$ cat src/rtl/cpb_pkg.sv
package cpb_pkg;
  typedef logic [7:0] byte_t;
  localparam int unsigned WORD0_LANES = 4;
  typedef enum logic {
    MAP_LEGACY = 1'b0,
    MAP_MODERN = 1'b1
  } map_mode_e;
endpackage

$ cat src/rtl/cpb_present_map.sv
module cpb_present_map #(
  parameter int unsigned NUM_SLOTS = 64,
  parameter int unsigned ID_W      = 8
) (
  input  logic                 clk,
  input  logic                 rst_n,
  input  logic                 add_fire,
  input  logic [ID_W-1:0]      add_id,
  output logic                 add_hit,
  output logic [NUM_SLOTS-1:0] present_q
);
  localparam logic [ID_W:0] SLOT_LIMIT = (ID_W+1)'(NUM_SLOTS);

  assign add_hit = add_fire && ({1'b0, add_id} < SLOT_LIMIT);

  for (genvar g = 0; g < NUM_SLOTS; g++) begin : g_slot
    if (g == 0) begin : g_boot
      assign present_q[g] = 1'b1;
    end else begin : g_hot
      logic bit_q;
      always_ff @(posedge clk) begin
        if (!rst_n)                                 bit_q <= 1'b0;
        else if (add_hit && add_id == ID_W'(g))     bit_q <= 1'b1;
      end
      assign present_q[g] = bit_q;
    end
  end

  // slots never leave the map (no removal path)
  a_r2_monotonic: assert property (@(posedge clk) disable iff (!rst_n)
    (present_q & $past(present_q)) == $past(present_q));
  // out-of-range IDs leave the map untouched
  a_r10_drop: assert property (@(posedge clk) disable iff (!rst_n)
    (add_fire && !add_hit) |=> (present_q == $past(present_q)));
endmodule

$ cat src/rtl/cpb_mode_switch.sv
module cpb_mode_switch
  import cpb_pkg::*;
#(
  parameter int unsigned ADDR_W = 5
) (
  input  logic              clk,
  input  logic              rst_n,
  input  logic              bus_wr,
  input  logic [ADDR_W-1:0] bus_addr,
  input  byte_t             bus_wdata,
  output map_mode_e         mode_q
);
  localparam int unsigned LANE_W = $clog2(WORD0_LANES);
  localparam logic [ADDR_W-1:0] LANE_LIMIT = ADDR_W'(WORD0_LANES);

  logic [WORD0_LANES-1:0] zero_lanes_q, zero_lanes_d;
  logic word0_wr;

  assign word0_wr = bus_wr && (mode_q == MAP_LEGACY) && (bus_addr < LANE_LIMIT);

  always_comb begin
    zero_lanes_d = zero_lanes_q;
    if (word0_wr) begin
      if (bus_wdata == 8'h00) zero_lanes_d[bus_addr[LANE_W-1:0]] = 1'b1;
      else                    zero_lanes_d = '0;
    end
  end

  always_ff @(posedge clk) begin
    if (!rst_n) begin
      zero_lanes_q <= '0;
      mode_q       <= MAP_LEGACY;
    end else begin
      zero_lanes_q <= zero_lanes_d;
      if (&zero_lanes_d) mode_q <= MAP_MODERN;
    end
  end

  // the hand-over is permanent until reset
  a_r8_sticky: assert property (@(posedge clk) disable iff (!rst_n)
    (mode_q == MAP_MODERN) |=> (mode_q == MAP_MODERN));
  // the switch follows a zero write into word 0
  a_r7_cause: assert property (@(posedge clk) disable iff (!rst_n)
    (mode_q == MAP_LEGACY) ##1 (mode_q == MAP_MODERN) |->
      $past(bus_wr && bus_wdata == 8'h00 && bus_addr < LANE_LIMIT));
endmodule

$ cat src/rtl/cpb_event_flag.sv
module cpb_event_flag #(
  parameter int unsigned GPE_W   = 8,
  parameter int unsigned EVT_BIT = 2
) (
  input  logic             clk,
  input  logic             rst_n,
  input  logic             evt_set,
  input  logic             evt_ack,
  output logic [GPE_W-1:0] gpe_q,
  output logic             sci
);
  for (genvar b = 0; b < GPE_W; b++) begin : g_flag
    if (b == EVT_BIT) begin : g_live
      logic f_q;
      always_ff @(posedge clk) begin
        if (!rst_n)       f_q <= 1'b0;
        else if (evt_set) f_q <= 1'b1;
        else if (evt_ack) f_q <= 1'b0;
      end
      assign gpe_q[b] = f_q;
    end else begin : g_idle
      assign gpe_q[b] = 1'b0;
    end
  end

  assign sci = |gpe_q;

  // a set in the acknowledge cycle wins
  a_r6_set_wins: assert property (@(posedge clk) disable iff (!rst_n)
    evt_set |=> sci);
  // a lone acknowledge drops the request
  a_r6_ack_clears: assert property (@(posedge clk) disable iff (!rst_n)
    (evt_ack && !evt_set) |=> !sci);
endmodule

$ cat src/rtl/cpu_presence_port.sv
module cpu_presence_port
  import cpb_pkg::*;
#(
  parameter int unsigned NUM_SLOTS = 64,
  parameter int unsigned ADDR_W    = 5,
  parameter int unsigned ID_W      = 8,
  parameter int unsigned GPE_W     = 8,
  parameter int unsigned EVT_BIT   = 2
) (
  input  logic              clk,
  input  logic              rst_n,
  input  logic              bus_rd,
  input  logic              bus_wr,
  input  logic [ADDR_W-1:0] bus_addr,
  input  logic [7:0]        bus_wdata,
  output logic              bus_rvalid,
  output logic [7:0]        bus_rdata,
  input  logic              add_valid,
  input  logic [ID_W-1:0]   add_id,
  output logic              add_ready,
  input  logic              evt_ack,
  output logic [GPE_W-1:0]  gpe_sts,
  output logic              sci,
  output logic              modern_mode
);
  localparam int unsigned NUM_BYTES = NUM_SLOTS / 8;
  localparam int unsigned BIDX_W    = (NUM_BYTES > 1) ? $clog2(NUM_BYTES) : 1;
  localparam logic [ADDR_W:0] BYTE_LIMIT = (ADDR_W+1)'(NUM_BYTES);

  map_mode_e            mode_q;
  logic [NUM_SLOTS-1:0] present_q;
  logic                 add_fire, add_hit;
  byte_t                map_bytes [NUM_BYTES];
  byte_t                rdata_d;

  assign modern_mode = (mode_q == MAP_MODERN);
  assign add_ready   = !modern_mode;
  assign add_fire    = add_valid && add_ready;

  cpb_present_map #(.NUM_SLOTS(NUM_SLOTS), .ID_W(ID_W)) u_map (
    .clk(clk), .rst_n(rst_n), .add_fire(add_fire), .add_id(add_id),
    .add_hit(add_hit), .present_q(present_q)
  );

  cpb_mode_switch #(.ADDR_W(ADDR_W)) u_mode (
    .clk(clk), .rst_n(rst_n), .bus_wr(bus_wr), .bus_addr(bus_addr),
    .bus_wdata(bus_wdata), .mode_q(mode_q)
  );

  cpb_event_flag #(.GPE_W(GPE_W), .EVT_BIT(EVT_BIT)) u_evt (
    .clk(clk), .rst_n(rst_n), .evt_set(add_hit), .evt_ack(evt_ack),
    .gpe_q(gpe_sts), .sci(sci)
  );

  for (genvar k = 0; k < NUM_BYTES; k++) begin : g_byte
    assign map_bytes[k] = present_q[k*8 +: 8];
  end

  always_comb begin
    rdata_d = 8'h00;
    if (!modern_mode && ({1'b0, bus_addr} < BYTE_LIMIT))
      rdata_d = map_bytes[bus_addr[BIDX_W-1:0]];
  end

  always_ff @(posedge clk) begin
    if (!rst_n) begin
      bus_rvalid <= 1'b0;
      bus_rdata  <= 8'h00;
    end else begin
      bus_rvalid <= bus_rd;
      bus_rdata  <= bus_rd ? rdata_d : 8'h00;
    end
  end

  // one response per read strobe, next cycle
  a_r11_resp: assert property (@(posedge clk) disable iff (!rst_n)
    bus_rd |=> bus_rvalid);
  // the handed-over window answers zero
  a_r8_read_zero: assert property (@(posedge clk) disable iff (!rst_n)
    (bus_rd && modern_mode) |=> (bus_rdata == 8'h00));
  // boot slot visible on byte 0 in legacy mode
  a_r3_boot_bit: assert property (@(posedge clk) disable iff (!rst_n)
    (bus_rd && !modern_mode && bus_addr == '0) |=> bus_rdata[0]);
  // an accepted in-range request raises the interrupt
  a_r5_sci: assert property (@(posedge clk) disable iff (!rst_n)
    add_hit |=> (sci && gpe_sts[EVT_BIT]));
endmodule

$ cat config.mk
export PLATFORM = sky130hd
export DESIGN_NAME = cpu_presence_port
export DESIGN_NICKNAME = d
export VERILOG_FILES = /design/src/rtl/cpb_pkg.sv /design/src/rtl/cpb_present_map.sv /design/src/rtl/cpb_mode_switch.sv /design/src/rtl/cpb_event_flag.sv /design/src/rtl/cpu_presence_port.sv
export SDC_FILE = /design/constraint.sdc
export NUM_CORES = 1
export LEC_CHECK = 0
export ABC_CLOCK_PERIOD_IN_PS = 2300
export BUFFER_PORTS_ARGS = -buffer_cell sky130_fd_sc_hd__buf_2
export CORE_AREA = 8 8 90 92
export DETAILED_ROUTE_END_ITERATION = 6
export DIE_AREA = 0 0 98 100
export PLACE_DENSITY = 0.7
export SETUP_SLACK_MARGIN = 0.05
export SYNTH_ARGS = -nofsm -noshare
export SYNTH_HDL_FRONTEND = slang
export SYNTH_SLANG_ARGS = --single-unit
export TNS_END_PERCENT = 20
$ cat constraint.sdc
create_clock -name clk -period 2.3 [get_ports clk]
set_input_delay 0.46 -clock clk [delete_from_list [all_inputs] [get_ports clk]]
set_output_delay 0.46 -clock clk [all_outputs]
set_load 0.02 [all_outputs]
# Word-level counts from Yosys, hierarchy flattened
# Index checks and enable logic that the tools add are counted.
[word_totals] reg_bits=78 input_bits=27 output_inout_bits=20
[op_classes] n_lt_le_gt_ge=6 n_eq_ne=63 mux=9 bitwise=3 n_reduce_logical=74
[op_table] operator="8-bit by 6-bit equality test with 1-bit output (second input constant)" n=32
[op_table] operator="8-bit by 5-bit equality test with 1-bit output (second input constant)" n=16
[op_table] operator="1-bit logical AND" n=69
[op_table] operator="8-bit by 4-bit equality test with 1-bit output (second input constant)" n=8
[op_table] operator="8-bit by 3-bit equality test with 1-bit output (second input constant)" n=4
[op_table] operator="8-bit binary-select mux with 3-bit select" n=1
[op_table] operator="8-bit by 2-bit equality test with 1-bit output (second input constant)" n=2
[op_table] operator="8-bit two-way mux" n=2
[op_table] operator="8-bit by 1-bit equality test with 1-bit output (second input constant)" n=1
[op_table] operator="8-bit zero test" n=1
[op_table] operator="8-bit by 7-bit less-than comparator with 1-bit output (second input constant)" n=1
[op_table] operator="4-bit two-way mux" n=2
[op_table] operator="5-bit by 3-bit less-than comparator with 1-bit output (second input constant)" n=1
[op_table] operator="5-bit by 4-bit less-than comparator with 1-bit output (second input constant)" n=1
[op_table] operator="4-bit >= comparator (second input constant)" n=1
[op_table] operator="3-bit inverter with 4-bit output" n=1
[op_table] operator="4-bit bitwise OR" n=1
[op_table] operator="4-bit AND reduction" n=1
[op_table] operator="2-bit by 3-bit less-than comparator with 1-bit output (second input constant)" n=1
[op_table] operator="1-bit two-way mux" n=3
[op_table] operator="3-bit AND reduction" n=1
[op_table] operator="1-bit demux with 2-bit select" n=1
[op_table] operator="2-bit by 1-bit >= comparator with 1-bit output (second input constant)" n=1
[op_table] operator="2-bit nonzero test" n=1
[op_table] operator="2 further kinds" n=2

# Depth between registers and ports, before layout
# Gate-level depths: netlist of the first run.
[depth] depth_word=8 mapped_depth=6

# By module
# From an unflattened synthesis of the first run, not the netlist that was laid out.
[hier_totals] hier_cells=402 hier_area_um2=3871.2
[by_module_without_submodules] module="cpb_present_map" instances=1 cells_each=301 area_per_inst_um2=2705.1 seq_area_each_um2=1261.2
[by_module_without_submodules] module="cpu_presence_port" instances=1 cells_each=60 area_per_inst_um2=798.3 seq_area_each_um2=180.2
[by_module_without_submodules] module="cpb_mode_switch" instances=1 cells_each=29 area_per_inst_um2=262.8 seq_area_each_um2=100.1
[by_module_without_submodules] module="cpb_event_flag" instances=1 cells_each=12 area_per_inst_um2=105.1 seq_area_each_um2=20.0

# Worst setup path before layout of the first run
# No wires, ideal clock.
[synth_path] path_kind="input port to flip-flop" startpoint="in add_id[7]" endpoint="reg u_map.g_slot[47].g_hot.bit_q" arrival_time_ps=1698 required_ps=2242 path_slack_ps=544 path_stages=5 path_cell_list="or4b_1 buf_2 or3_1 nor2b_1 o21a_1"
[synth_via] elab_chain_len=3
[synth_rtl] item="from (decl)" line="cpu_presence_port.sv:19" text="input logic [ID_W-1:0] add_id,"
[synth_rtl] item="8-bit by 7-bit less-than comparator with 1-bit output" line="cpb_present_map.sv:14" text="assign add_hit = add_fire && ({1'b0, add_id} < SLOT_LIMIT);"
[synth_rtl] item="1-bit logical AND" line="cpb_present_map.sv:14"
[synth_rtl] item="1-bit logical AND (*)" line="cpb_present_map.sv:23" text="else if (add_hit && add_id == ID_W'(g)) bit_q <= 1'b1;"
[synth_rtl] item="to (signal assigned)" line="cpb_present_map.sv:22" text="if (!rst_n) bit_q <= 1'b0;"
[synth_rtl] item="to (signal assigned)" line="cpb_present_map.sv:23"
[synth_rtl] item="to (decl)" line="cpb_present_map.sv:20" text="logic bit_q;"
# Every way passes the cells marked *; elsewhere a longest branch is shown, timed or not.
# A chain may end at the register's enable or synchronous reset.

# Worst setup path after layout of the first run
[layout_path] startpoint="reg u_mode.mode_q" endpoint="reg u_map.g_slot[56].g_hot.bit_q"
[layout_via] elab_chain_len=4
[layout_rtl] item="from (decl)" line="cpb_mode_switch.sv:11" text="output map_mode_e mode_q"
[layout_rtl] item="from (signal assigned)" line="cpb_mode_switch.sv:32" text="mode_q <= MAP_LEGACY;"
[layout_rtl] item="from (signal assigned)" line="cpb_mode_switch.sv:35" text="if (&zero_lanes_d) mode_q <= MAP_MODERN;"
[layout_rtl] item="1-bit zero test" line="cpu_presence_port.sv:37" text="assign add_ready = !modern_mode;"
[layout_rtl] item="1-bit logical AND" line="cpu_presence_port.sv:38" text="assign add_fire = add_valid && add_ready;"
[layout_rtl] item="1-bit logical AND" line="cpb_present_map.sv:14"
[layout_rtl] item="1-bit logical AND" line="cpb_present_map.sv:23"
[layout_rtl] item="to (signal assigned)" line="cpb_present_map.sv:22"
[layout_rtl] item="to (signal assigned)" line="cpb_present_map.sv:23"
[layout_rtl] item="to (decl)" line="cpb_present_map.sv:20"
# Every way passes these cells.

==> results.yml, run 1 <==
logic_synthesis:
  yosys_warnings: 0
  synth_area_mm2: 0.00325
  yosysTopAreaCell: "dfxtp_1"
  synth.avg_cell_area_um2: 9.91
  yosys.area.top_type_share: 0.481
  synthArstFlopShare: 0
  synth-seq-cells: 78
  yosysSeqAreaShare: 0.481
  synth_commonest_cells: "78 x dfxtp_1, 63 x a21oi_1, 63 x nor2b_1"
  ys_types: 31
  syn_inst: 328
  synth_edf_count: 0
  synth_ff_type: "dfxtp_1"
  synth_area_leaders: "dfxtp_1 48%, nor2b_1 12%, mux4_2 10%"
  yosysMostFrequentCell: "dfxtp_1"
timing:
  period_share: 0.824
  max_freq_ghz: 0.527
  setup_viol: 0
  fin_crit_ns: 1.90
  slew_violations: 0
  worstMarginPinSlew_ns: 0.686
  rsz0062_at_grt: "false"
  hold_violations: 0
  finClkSkew_ns: 0.0112
  slew_headroom: 0.543
  fin_setup_tns_ns: 0
clock_network:
  cts_setup_buffers: 0
  clock_latency_ns: 0.35
  clockRootBuffer: "clkbuf_8"
  clk_pin_slew_ns: 0.08
  cts_buffers: 9
  cts_tree: "built"
  clockBufferDepth: 2
  cts_resized: 0
  numClockSinks: 78
  hold_buffers: 0
  htreeDepth: 3
critical_path:
  worstPathArrival_ns: 2.18
  r2r-start: "u_mode.mode_q$_SDFFE_PN0P_"
  crit_fanout: 9
  critPathRequiredTime_ns: 2.58
  reg2reg_to: "u_map.g_slot[56].g_hot.bit_q$_SDFFE_PN0P_"
  worstSetupPathType: "reg -> reg"
  r2r_cells: 4
  crit_path_end_kind: "register"
  startpoint_type: "register"
  r2r_slack_ns: 0.40
global_route:
  grt_usage: 0.150
  grt_pass1_wl_um: 11700
  grt-ovfl-total: 0
  grt_max_degree: 66
  grt_pass1_vias: 2449
  antenna_found_initial: 0
layout:
  fin_nets: 394
  syn2layout_area_growth_pct: 14.7
  utilization: 0.561
  drive_gt1_frac: 0.213
  layout.cells.non_filler: 451
  stdcell_area_mm2: 0.00373
  n_antenna_cell: 0
outcome:
  status: "finished, final reports clean"
die:
  io_pins: 47
  rows: 30
  initial_core_util: 0.489
  fp.dieW_um: 98
  coreArea_mm2: 0.00664
  die_area_mm2: 0.00980
  die_h_um: 100
routing:
  drc: 0
  drt-wirelength-per-cell_um: 15.7
  drt_iter0_drc: 125
  drtPass1Iterations: 4
  ant_nets: 0
  via_per_inst: 5.42
  drt-total-wl_um: 7100
  vias: 2444
hold_path:
  worstHoldPathCells: 2
  holdPathEnd: "bus_rvalid$_SDFF_PN0_"
  min-delay-start: "bus_rd"
  hp-class: "in -> reg"
flow_run:
  cap_viol_max_count: 0
placed_design:
  dp_hpwl_um: 4740
  gp_congestion: 0.806
  port-buffer-count: 39
  dp_cells: 436
  dpl-instance-area_mm2: 0.00349
pwr:
  p_leak_uw: 0.00137
  power_density_mw_per_mm2: 732
  ir_worst_vdd_v: 0.000501
==> worst max-delay path by stage <==
stage / start / to / slack, ns
final: u_mode.mode_q$_SDFFE_PN0P_ / u_map.g_slot[56].g_hot.bit_q$_SDFFE_PN0P_ / 0.40
after global routing: u_mode.mode_q$_SDFFE_PN0P_ / u_map.g_slot[60].g_hot.bit_q$_SDFFE_PN0P_ / 0.23
after CTS: u_mode.mode_q$_SDFFE_PN0P_ / u_map.g_slot[56].g_hot.bit_q$_SDFFE_PN0P_ / 0.41
after detailed placement: add_id[7] / u_map.g_slot[56].g_hot.bit_q$_SDFFE_PN0P_ / 0.19
after global placement: add_id[7] / u_map.g_slot[24].g_hot.bit_q$_SDFFE_PN0P_ / 0.24
after floorplan: add_id[7] / u_map.g_slot[47].g_hot.bit_q$_SDFFE_PN0P_ / 0.54
==> final cells by class <==
| cell class | instances | area, um2 |
|---|---|---|
| fillers | 612 | 2920 |
| clock inverters | 4 | 95.1 |
| clock buffers | 11 | 141 |
| repair buffers | 47 | 255 |
| flip-flops and latches | 78 | 1560 |
| well taps | 80 | 100 |
| inverters | 2 | 7.51 |
| multi-input cells | 229 | 1570 |
==> layer usage <==
metal,wire length [um],track usage,vias to the layer above,part of all wire
li1,-,-,1208,-
met1,3260,0.178,1166,0.46
met2,3320,0.246,56,0.47
met3,355,0.0353,14,0.050
met4,163,0.0827,0,0.023
met5,0,0,-,0
==> cells by family after synthesis <==
family,count (synthesis),share of synthesized area
muxes,24,0.132
and+or+nand+nor,124,0.219
other,1,0.00115
buffers and inverters,27,0.0443
DFF,78,0.481
AOI/OAI and AO/OA,74,0.123
==> through the flow <==
step	total power (uW)	hold WS, ns	worst slack (ns)
global placement	1550	0.442	0.236
global route	2810	0.355	0.233
finish	2730	0.352	0.404
floorplan	1500	0.425	0.544
detailed placement	1550	0.453	0.194
CTS	2750	0.341	0.406
==> power by group <==
part           switching [uW]  total, uW  internal, uW  leakage (uW)
clock network             469       1210           743      0.000119
registers                1.71       1350          1350      0.000628
logic                    98.7        162          63.4      0.000625
==> critical path: stages, from the launching register on <==
cell and delay (ns):
dfxtp_1 0.35, or4b_1 0.72, nor3_1 0.50, a21oi_1 0.12
nor2b_1 0.14
==> layout by cell type, fill, tap and decap left out, types with 8 or more instances in the layout <==
cell / n
nor3_1: 8
mux2i_1: 9
dfxtp_1: 78
clkbuf_8: 10
a21oi_1: 63
nor2_1: 23
mux4_2: 15
nor2b_1: 63
buf_2: 39
buf_4: 8
==> state kept, by name (all words and copies together) (netlist names) <==
register                  flops
u_map.g_slot.g_hot.bit_q     63
u_evt.sci                     1
u_mode.zero_lanes_q           4
u_mode.mode_q                 1
bus_rvalid                    1
bus_rdata                     8
(Power assumes the default switching activity.)
==> run 2, diff against run 1 <==
ABC_CLOCK_PERIOD_IN_PS = 1800   (was 2300)
clock period = 1.8 ns   (was 2.3 ns; I/O delays follow)
==> results.yml, run 2 (same netlist as run 1, synthesis figures left out) <==
routing:
  via_per_inst: 5.38
  drt-total-wl_um: 7210
  wl_met3_um: 434
  met1Wirelength_um: 3370
  drc: 0
  drt-wirelength-per-cell_um: 15.6
  highest_layer: "met4"
  wl_met2_um: 3300
  vias: 2479
  drt_iter0_drc: 152
  drtPass1Iterations: 4
  ant_nets: 0
layout:
  fin_nets: 404
  largestRegisters: "u_map.g_slot.g_hot.bit_q: 63 flops, bus_rdata: 8 flops, u_mode.zero_lanes_q: 4 flops"
  regMostFlops: "u_map.g_slot.g_hot.bit_q"
  syn2layout_area_growth_pct: 17.9
  fill_cells: 575
  mostFrequentLayoutCells: "78 x dfxtp_1, 63 x a21oi_1, 63 x nor2b_1, 39 x buf_2, 23 x nor2_1"
  drive_gt1_frac: 0.236
  n_antenna_cell: 0
  stdcell_area_mm2: 0.00383
  layout_commonest_cell: "dfxtp_1"
  largest_reg_flops: 63
global_route:
  grt_max_degree: 66
  grt_pass1_vias: 2361
  antenna_found_initial: 0
  grt_pass1_wl_um: 11900
  grt_usage: 0.154
  grt-ovfl-total: 0
die:
  io_pins: 47
  die_h_um: 100
  initial_core_util: 0.489
  coreArea_mm2: 0.00664
  fp.dieW_um: 98
  rows: 30
  die_area_mm2: 0.00980
critical_path:
  crit_fanout: 5
  crit_family: "compound AO/OA/AOI/OAI gates"
  path_cells: "buf_4, or3_1, o41ai_1, a21oi_1, o31ai_1"
  r2r-start: "u_mode.mode_q$_SDFFE_PN0P_"
  crit_path_end_kind: "register"
  max_stage_delay_ns: 0.42
  worstPathArrival_ns: 1.89
  path_buf_inv: 1
  worstSetupPathType: "reg -> reg"
  critPathRequiredTime_ns: 2.05
  startpoint: "u_mode.mode_q$_SDFFE_PN0P_"
  slowest_stage: "or3_1"
  startpoint_type: "register"
outcome:
  status: "finished, final reports clean"
hold_path:
  min-delay-start: "bus_rd"
  hp-class: "in -> reg"
timing:
  worst_slack_ns: 0.159
  worstMarginPinSlew_ns: 0.543
  period_share: 0.912
  slew_headroom: 0.638
  max_freq_ghz: 0.609
  hold_violations: 0
  fin_crit_ns: 1.64
  slew_violations: 0
  finClkSkew_ns: 0.00702
  holdWs_ns: 0.249
  rsz0062_at_grt: "false"
  setup_viol: 0
clock_network:
  numClockSinks: 78
  htreeDepth: 3
  clockBufferDepth: 2
  clockRootBuffer: "clkbuf_8"
  cts_setup_buffers: 0
  clock_latency_ns: 0.34
  cts_tree: "built"
  cts_buffers: 9
  clk_pin_slew_ns: 0.07
placed_design:
  dp_hpwl_um: 4860
  post-place-ws_ns: -0.0777
  dpl-instance-area_mm2: 0.00360
  port-buffer-count: 39
  gp_congestion: 0.770
pwr:
  ir_worst_vdd_v: 0.000531
  p_leak_uw: 0.00142
  power_uw: 3400
  power_density_mw_per_mm2: 889
flow_run:
  cap_viol_max_count: 0
==> run 2: cell types whose count changed in the layout (fill, tap and decap cells not counted), sizes merged <==
cell and change:
buf +10, bufinv -1, clkbuf +1, clkinv -1
clkinvlp +1
==> run 2: stage by stage <==
| stage | TNS (ns) | instances | utilization |
|---|---|---|---|
| global route | 0 | 461 | 0.576 |
| CTS | 0 | 461 | 0.576 |
| global placement | -0.152 | 446 | 0.542 |
| finish | 0 | 461 | 0.576 |
| floorplan | 0 | 334 | - |
| detailed placement | -0.408 | 446 | 0.542 |
==> run 2: area by class of cell <==
class,instances,area [um2],share of cell area
Clock inverter,3,67.6,0.0176
Clock buffer,12,155,0.0405
Timing Repair Buffer,57,368,0.0960
Multi-Input combinational cell,229,1570,0.410
Inverter,2,7.51,0.00196
Tap cell,80,100,0.0261
Sequential cell,78,1560,0.408
==> run 2: power by group <==
part / total (uW) / internal, uW / switching [uW]
clock network: 1450 / 850 / 601
registers: 1730 / 1730 / 2.32
logic: 222 / 93.9 / 128
total: 3400 / 2670 / 731
==> run 2: per-layer routing <==
metal	global-route usage	up-vias
li1	-	1228
met1	0.184	1177
met2	0.249	64
met3	0.0519	10
met4	0.0612	0
met5	0	-
==> run 2: path summary, 6_finish.rpt <==
kind / cells past startpoint / slack (ns) / to
hold / removal: 2 / 0.25 / bus_rvalid$_SDFF_PN0_
setup reg to reg: 5 / 0.16 / u_mode.mode_q$_SDFFE_PN0P_
setup / recovery: 5 / 0.16 / u_mode.mode_q$_SDFFE_PN0P_
hold reg to reg: 1 / 0.47 / u_map.g_slot[15].g_hot.bit_q$_SDFFE_PN0P_
==> run 2: timing repair <==
action | CTS | global route
endpoints found under the setup margin | 0 | 23
gates resized for setup | 0 | 1
hold buffers | 0 | 0
